File: config.mk
export PLATFORM = sky130hd
export DESIGN_NAME = hex_line_decoder
export DESIGN_NICKNAME = d
export VERILOG_FILES = /design/src/rtl/hexdec_pkg.sv /design/src/rtl/oct_stage.sv /design/src/rtl/bank_gate.sv /design/src/rtl/hex_line_decoder.sv
export SDC_FILE = /design/constraint.sdc
export NUM_CORES = 1
export LEC_CHECK = 0
export ABC_CLOCK_PERIOD_IN_PS = 800
export BUFFER_PORTS_ARGS = -buffer_cell sky130_fd_sc_hd__buf_2
export CORE_AREA = 4 4 41 43
export DETAILED_ROUTE_END_ITERATION = 16
export DIE_AREA = 0 0 45 47
export RECOVER_POWER = 50
export SLEW_MARGIN = 10
export SYNTH_ARGS = -nofsm -noshare
export SYNTH_HDL_FRONTEND = slang
export SYNTH_SLANG_ARGS = --single-unit
File: constraint.sdc
create_clock -name vclk -period 0.8
set_input_delay 0.08 -clock vclk [all_inputs]
set_output_delay 0.08 -clock vclk [all_outputs]
set_load 0.01 [all_outputs]
File: src/rtl/hexdec_pkg.sv
// Package: shared types for the cascaded line decoder.
// Assumes: a stage enable is a triple made of one active-high pin and two
// active-low pins.
package hexdec_pkg;

    // Enable pins of one decode stage.
    typedef struct packed {
        logic act_hi;    // must be 1 for the stage to decode
        logic act_lo_a;  // must be 0 for the stage to decode
        logic act_lo_b;  // must be 0 for the stage to decode
    } stage_en_t;

endpackage

File: src/rtl/oct_stage.sv
// Module: oct_stage
// One 2**CODE_W-line decode stage with a mixed-polarity three-pin enable.
// Assumes: a purely combinational use. A disabled stage holds every line high.
module oct_stage
    import hexdec_pkg::*;
#(
    parameter int unsigned CODE_W = 3
) (
    input  logic [CODE_W-1:0]      sel,
    input  stage_en_t              en,
    output logic [2**CODE_W-1:0]   out_n
);
    localparam int unsigned LINES = 2**CODE_W;

    logic live;

    // Combine the three enable pins into a single decode permission.
    always_comb begin
        live = en.act_hi & ~en.act_lo_a & ~en.act_lo_b;
    end

    // One comparator per output line; a line goes low only on its own code.
    for (genvar g = 0; g < LINES; g++) begin : g_line
        assign out_n[g] = ~(live && (sel == CODE_W'(g)));
    end

endmodule

File: src/rtl/bank_gate.sv
// Module: bank_gate
// Builds the enable triple for each stage from the bank bits and the global
// enable. Assumes: exactly one stage is addressed by any value of the bank bits.
module bank_gate
    import hexdec_pkg::*;
#(
    parameter int unsigned BANK_W = 1
) (
    input  logic [BANK_W-1:0]  bank,
    input  logic               glob_en,
    output stage_en_t          en_vec [2**BANK_W]
);
    localparam int unsigned BANKS = 2**BANK_W;

    // Per stage: the high pin carries the global enable, one low pin carries
    // the bank mismatch, and the other low pin is held inactive.
    for (genvar k = 0; k < BANKS; k++) begin : g_bank
        always_comb begin
            en_vec[k].act_hi   = glob_en;
            en_vec[k].act_lo_a = (bank != BANK_W'(k));
            en_vec[k].act_lo_b = 1'b0;
        end
    end

endmodule

File: src/rtl/hex_line_decoder.sv
// Module: hex_line_decoder
// Cascaded active-low decoder: the upper code bits pick one stage, and the
// lower bits pick a line within that stage. Assumes: purely combinational,
// with no clock or reset.
module hex_line_decoder
    import hexdec_pkg::*;
#(
    parameter int unsigned CODE_W = 3,
    parameter int unsigned BANK_W = 1
) (
    input  logic [CODE_W+BANK_W-1:0]         code_in,
    input  logic                             enable_in,
    output logic [2**(CODE_W+BANK_W)-1:0]    lines_n
);
    localparam int unsigned STAGE_LINES = 2**CODE_W;
    localparam int unsigned BANKS       = 2**BANK_W;

    stage_en_t en_vec [BANKS];

    // Chip-select wiring for all stages.
    bank_gate #(.BANK_W(BANK_W)) u_bank_gate (
        .bank    (code_in[CODE_W+BANK_W-1:CODE_W]),
        .glob_en (enable_in),
        .en_vec  (en_vec)
    );

    // One identical stage per bank, each placed on its own slice of lines.
    for (genvar k = 0; k < BANKS; k++) begin : g_stage
        oct_stage #(.CODE_W(CODE_W)) u_stage (
            .sel   (code_in[CODE_W-1:0]),
            .en    (en_vec[k]),
            .out_n (lines_n[k*STAGE_LINES +: STAGE_LINES])
        );
    end

endmodule

# Word-level counts from Yosys, hierarchy flattened
# Cells that the tools add are included.
op_classes:
  reduce_logical: 17
  bitwise_logic: 19
  eq_ne: 7
op_table:
  columns: ["cell", "n"]
  rows:
  - ["$not A1 Y1", 17]
  - ["$logic_and A1 B1 Y1", 16]
  - ["$eq A3 B3 Y1 const B", 4]
  - ["$eq A3 B2 Y1 const B", 2]
  - ["$eq A3 B1 Y1 const B", 1]
  - ["$logic_not A3 Y1", 1]
  - ["$and A1 B1 Y1", 2]
totals:
  reg_bits: 0
  word_cells: 43
  in_bits: 5
  out_inout_bits: 16

# Longest topological paths before layout
# Gate-level depths: netlist (run 1).
depth:
  word_depth: 4
  ltp_mapped: 2
  ltp_nobuf: 2

# Modules after synthesis
# A second synthesis (run 1) with hierarchy kept.
hier_totals:
  cells_unflattened: 35
  hier_area_um2: 222.7
by_module_without_submodules:
  columns: ["mod", "n_inst", "seq_area_each_um2", "area_per_inst_um2", "cells_each"]
  rows:
  - ["oct_stage", 2, 0.0, 88.8, 14]
  - ["bank_gate", 1, 0.0, 45.0, 7]

# Least setup slack after synthesis (run 1)
# No wires, ideal clock.
synth_timing:
  kind: "input to output"
  startpoint: "input port code_in[2]"
  endpoint: "output port lines_n[3]"
  arrival_time_ns: 0.466
  required_time_ns: 0.720
  n_path_buf: 0
  path_stages: 2
  slack_ns: 0.254
  cell_sequence: "nor3b_2 -> nand3_1"
synth_between:
  elab_chain_len: 3
synth_lines:
  columns: ["item", "line", "text"]
  rows:
  - ["start, declared", "hex_line_decoder.sv:11", "input logic [CODE_W+BANK_W-1:0] code_in,"]
  - ["$eq A3 B2 Y1", "oct_stage.sv:24", "assign out_n[g] = ~(live && (sel == CODE_W'(g)));"]
  - ["$logic_and A1 B1 Y1", "oct_stage.sv:24", null]
  - ["$not A1 Y1", "oct_stage.sv:24", null]
  - ["end, declared", "hex_line_decoder.sv:13", "output logic [2**(CODE_W+BANK_W)-1:0] lines_n"]
# No other way between the ends.

# Final worst setup path (run 1)
layout_timing:
  startpoint: "input port code_in[3]"
  endpoint: "output port lines_n[7]"
layout_between:
  elab_chain_len: 4
layout_lines:
  columns: ["item", "line", "text"]
  rows:
  - ["$not A1 Y1", "oct_stage.sv:19", "live = en.act_hi & ~en.act_lo_a & ~en.act_lo_b;"]
  - ["$and A1 B1 Y1", "oct_stage.sv:19", null]
  - ["$logic_and A1 B1 Y1", "oct_stage.sv:24", null]
  - ["$not A1 Y1", "oct_stage.sv:24", null]
# No other way between the ends.

==> summary.txt, run 1 <==
Floorplan
  • Initial standard-cell utilization of the core: 0.0942
  • Row cnt: 13
  • Area of the die: 2120 um2
  • I/O pin cnt: 21
  • Core footprint: 1300 um2
  • DIE HEIGHT: 47 um
  • Chip Width: 45 um

Logic synthesis
  • Nets in the synthesized netlist: 28
  • Yosys cell types: 7
  • Post-synth top cells: nand2_1, nand3_1, and2b_2, and3b_1
  • Share of the yosys chip area belonging to registers: 0
  • Most numerous cell in the Yosys netlist: nand2_1
  • Leading area contributor after synthesis: nand2_1
  • Mapped Cells: 23
  • Leading post-synthesis cells by cell area: nand2_1, nand3_1, and2b_2
  • Cell area after synthesis: 123 um2
  • Mapped Avg Cell Area: 5.33 um2
  • Count of synthesis-stage warnings from yosys: 0
  • Portion of synthesized cell area occupied by the leading cell type: 0.367

Layout
  • Storage cell area: 0 um2
  • Antenna diode count: 0
  • Multi-input gate area in the final layout: 135 um2
  • Post-Route Utilization: 0.216
  • Fraction of final layout cells sized beyond drive strength 1: 0.636
  • Layout overhead on the synthesized area: 130%
  • Clock buffer count in the final layout: 0
  • Number of fill cells in the layout: 155
  • Final net count: 51
  • Seq_cells: 0
  • Number of standard cells in the layout, taps in and fillers out: 59

Detailed routing
  • First-pass detailed-route iteration total: 3
  • DRC violations left: 0
  • Detail-routed via count per cell: 4.00
  • Highest routing layer actually used: met3
  • Wire per inst: 9.61 um
  • Routed length on met1: 220 um
  • Total wire length: 567 um
  • Detailed router's first-iteration violation count: 3
  • Met2 wire len: 258 um
  • Total via count after detailed routing: 236
  • Length of routed met3 wiring: 88 um
  • Number of nets still failing antenna checks after routing: 0

Run
  • Number of maximum-capacitance constraint violations: 0

Worst setup path
  • Worst path bufs/invs: 2
  • Series of cell instances along the critical path: buf_8, and3b_2, nand3_1, buf_2
  • Family with the most delay on the worst path: simple AND/OR/NAND/NOR gates
  • CP Data Required Time: 720 ps
  • Critical Path Fanout Max: 4
  • Critical Path AT: 670 ps
  • CP max stage cell: and3b_2
  • CP endpoint kind: output port
  • CP Launch Type: primary input
  • Slowest Stage Delay on Critical Path: 260 ps
  • Path type of the worst setup path: primary input to output port

Timing
  • Peak clock frequency supported by timing: 1.33 GHz
  • Hold Vio Cnt, Final: 0
  • Min cycle time layout: 750 ps
  • Worst-case hold slack: 446 ps
  • Actual transition at the worst max-transition pin: 212 ps
  • Unrepaired setup endpoints after global routing: true
  • Number of failing setup endpoints in the final timing report: 0
  • Period utilization: 0.937
  • Worst max-slew margin expressed relative to the limit: 0.859
  • Fin. max-slew vios: 0

Place
  • Placed Cells incl. Taps: 59
  • Half-perimeter wire length of the detailed placement result: 501 um
  • RD Place Congestion: 0.749
  • # port buffers: 21

Power
  • Worst ir drop on vdd: 0.0921 mV
  • Total power divided by cell area: 339 nW/um2
  • LEAKAGE: 0.000107 uW

Hold path
  • Endpoint of the worst hold-timing path: lines_n[0]
  • Min-Delay Path Class: primary input to output port
  • Hold Path Origin: code_in[3]
  • Cell depth of the worst min-delay path: 4

GRT
  • Via count of the first global-routing pass: 198
  • First-pass GRT wire length: 862 um
  • Pin count of the biggest net entering global routing: 8
  • Antenna violations before repair: 0
  • GR Util All Layers: 0.0511
  • Overflow after GRT: 0

CTS
  • Post-CTS Hold Buffers: 0

Run status
  • Result of the run: complete, no violations
cells in the final DEF (no fill, tap or decap), drive strengths merged:
| master | synthesis | final |
|---|---|---|
| buf | 0 | 21 |
| nand3 | 4 | 4 |
| nor3b | 1 | 1 |
| and2b | 2 | 2 |
| nor2 | 1 | 1 |
| nand2 | 12 | 12 |
| and3b | 2 | 2 |
| and3 | 1 | 1 |
cells by family (layout without fill, tap and decap cells):
family        after synthesis  in the layout  share of synthesized area
simple gates               23             23                       1.00
buf+inv                     0             21                          0
final cells by class:
| class | count | area share |
|---|---|---|
| multi-input combinational | 23 | 0.480 |
| timing repair buffer | 21 | 0.453 |
| tap | 15 | 0.0667 |
through the flow:
step                      power (uW)  worst slack (ps)  area [um2]  TNS, ps
final                           95.5              50.4         282        0
after global routing             107             -5.06         282    -5.06
after CTS                       84.0              14.1         255        0
after detailed placement        79.0             -26.9         246    -26.9
after global placement          77.2             -6.76         246    -8.25
after floorplan                 37.5               254         123        0
power breakdown:
part / switching [uW] / internal (uW)
Clock: 0 / 0
Combinational: 47.9 / 47.6
Sequential: 0 / 0
Total: 47.9 / 47.6
worst max path at each step:
stage | endpoint | slack [ps] | from | depth (start not counted)
detailed placement | lines_n[3] | -30 | code_in[2] | 4
finish | lines_n[7] | 50 | code_in[3] | 4
global placement | lines_n[7] | -7 | code_in[3] | 4
floorplan | lines_n[3] | 250 | code_in[2] | 2
global route | lines_n[3] | -5 | code_in[3] | 4
CTS | lines_n[3] | 10 | code_in[2] | 4
layer usage:
layer  vias up  track usage
li1        119            -
met1       104       0.0742
met2        13       0.0876
met3         0      0.00383
met4         0            0
met5         -            0
repair_timing:
item	4_1_cts	5_1_grt
setup buffers	0	0
endpoints found under the setup margin	2	11
pin swaps	0	2
gates resized for setup	3	8
Note: power is estimated with default switching activity, not from simulation.
==> run 2, diff against run 1 <==
--- a/config.mk
+++ b/config.mk
@@ -10,6 +10,8 @@
 export CORE_AREA = 4 4 41 43
 export DETAILED_ROUTE_END_ITERATION = 16
 export DIE_AREA = 0 0 45 47
+export GPL_TIMING_DRIVEN = 0
+export PLACE_DENSITY_LB_ADDON = 0.12
 export RECOVER_POWER = 50
 export SLEW_MARGIN = 10
 export SYNTH_ARGS = -nofsm -noshare
==> run 2 against run 1 <==
  * Global-route usage unchanged
  * First-iteration DRC count is 100% lower
  * Critical path type unchanged
  * Combinational power increased by 0.7%
  * Non-clock buffer count unchanged
  * Design area is 1.8% higher
  * Worst setup slack worse by 13 ps
==> summary.txt, run 2 (same netlist as run 1, synthesis figures left out) <==
Worst setup path
  • Critical Path Fanout Max: 4 (unchanged)
  • CP Launch Type: primary input
  • Critical Path AT: 680 ps (about the same)
  • CP Data Required Time: 720 ps (about the same)
  • CP endpoint kind: output port
  • Path type of the worst setup path: primary input to output port

Place
  • Post-DP Area: 246 um2 (unchanged)
  • Placed Cells incl. Taps: 59 (unchanged)
  • # port buffers: 21 (unchanged)
  • RD Place Congestion: 0.642 (-14%)

Timing
  • Hold Vio Cnt, Final: 0 (unchanged)
  • Fin. max-slew vios: 0 (unchanged)
  • Worst max-slew margin expressed relative to the limit: 0.847 (-0.0114)
  • Unrepaired setup endpoints after global routing: true
  • Period utilization: 0.954 (+0.0167)
  • Actual transition at the worst max-transition pin: 229 ps (+17.0 ps)
  • Min cycle time layout: 763 ps (+13.4 ps)
  • Peak clock frequency supported by timing: 1.31 GHz (-1.8%)
  • Number of failing setup endpoints in the final timing report: 0 (unchanged)

Layout
  • Fraction of final layout cells sized beyond drive strength 1: 0.614 (-0.0227)
  • Final net count: 51 (unchanged)
  • Layout overhead on the synthesized area: 134%
  • Area of all placed cells without fillers: 287 um2 (+1.8%)
  • Seq_cells: 0 (unchanged)
  • Antenna diode count: 0 (unchanged)
  • Clock buffer count in the final layout: 0 (unchanged)
  • Most frequent cells in the layout: buf_2, nand2_1, nand3_1
  • Commonest non-fill, non-tap cell in the layout: buf_2
  • Number of standard cells in the layout, taps in and fillers out: 59 (unchanged)
  • Storage cell area: 0 um2 (unchanged)

Detailed routing
  • Total via count after detailed routing: 226 (-4.2%)
  • First-pass detailed-route iteration total: 1 (-2)
  • Number of nets still failing antenna checks after routing: 0 (unchanged)
  • Detailed router's first-iteration violation count: 0 (-3)
  • Total wire length: 617 um (+8.8%)
  • Wire per inst: 10.5 um (+8.8%)
  • DRC violations left: 0 (unchanged)
  • Detail-routed via count per cell: 3.83 (-4.2%)

CTS
  • Post-CTS Setup Inserts: 0 (unchanged)
  • Post-CTS Hold Buffers: 0 (unchanged)

Power
  • Total power divided by cell area: 336 nW/um2 (-1.0%)
  • Worst ir drop on vdd: 0.115 mV (+25%)
  • LEAKAGE: 0.000109 uW (+1.7%)

GRT
  • Overflow after GRT: 0 (unchanged)
  • Via count of the first global-routing pass: 196 (-1.0%)
  • First-pass GRT wire length: 841 um (-2.4%)
  • Antenna violations before repair: 0 (unchanged)
  • Pin count of the biggest net entering global routing: 8 (unchanged)
  • GR Util All Layers: 0.0511 (unchanged)

Floorplan
  • I/O pin cnt: 21 (unchanged)
  • Core footprint: 1300 um2 (unchanged)
  • Row cnt: 13 (unchanged)
  • Area of the die: 2120 um2 (unchanged)
  • Initial standard-cell utilization of the core: 0.0942 (unchanged)
  • Chip Width: 45 um (unchanged)
  • DIE HEIGHT: 47 um (unchanged)

Run
  • Number of maximum-capacitance constraint violations: 0 (unchanged)

Run status
  • Result of the run: complete, no violations

Hold path
  • Min-Delay Path Class: primary input to output port
==> run 2: routing by layer <==
layer,up-vias,share of wire,GRT usage
met2,10,0.49,0.0904
met4,0,0,0
met5,-,0,0
met3,0,0.065,0.00383
met1,96,0.44,0.0719
li1,120,-,-
==> run 2: report_power, final <==
part	internal, uW	total (uW)	leakage [uW]	switching [uW]
clock network	0	0	0	0
logic	46.5	96.2	0.000109	49.7
registers	0	0	0	0
==> run 2: metrics by stage <==
stage | hold WS [ps] | util | setup WS, ps | TNS [ps] | power [uW]
6_report | 452 | 0.220 | 37.0 | 0 | 96.2
5_1_grt | 471 | 0.220 | -19.3 | -19.3 | 106
4_1_cts | 463 | 0.205 | -3.49 | -3.49 | 86.9
3_5_place_dp | 485 | 0.189 | -53.3 | -138 | 78.9
3_3_place_gp | 490 | 0.189 | -71.1 | -286 | 80.5
2_1_floorplan | 252 | - | 254 | 0 | 37.5
==> run 2: final cells by class <==
class | instances | area, um2
fill | 165 | 1010
multi-input combinational | 23 | 139
timing repair buffer | 21 | 129
tap | 15 | 18.8
==> run 2: what timing repair did <==
item                       4_1_cts  5_1_grt
setup endpoints to repair        6       10
pin swaps                        1        2
gates resized for setup          5        7
==> run 2: path summary, 6_finish.rpt <==
check / start / endpoint / slack, ps / cells past startpoint
setup / recovery: code_in[2] / lines_n[3] / 40 / 4
hold / removal: code_in[2] / lines_n[0] / 450 / 4
==> run 2: critical path, cell delays in order <==
cell,delay (ps)
buf_8,100
nor3b_4,250
nand3_1,100
buf_2,150
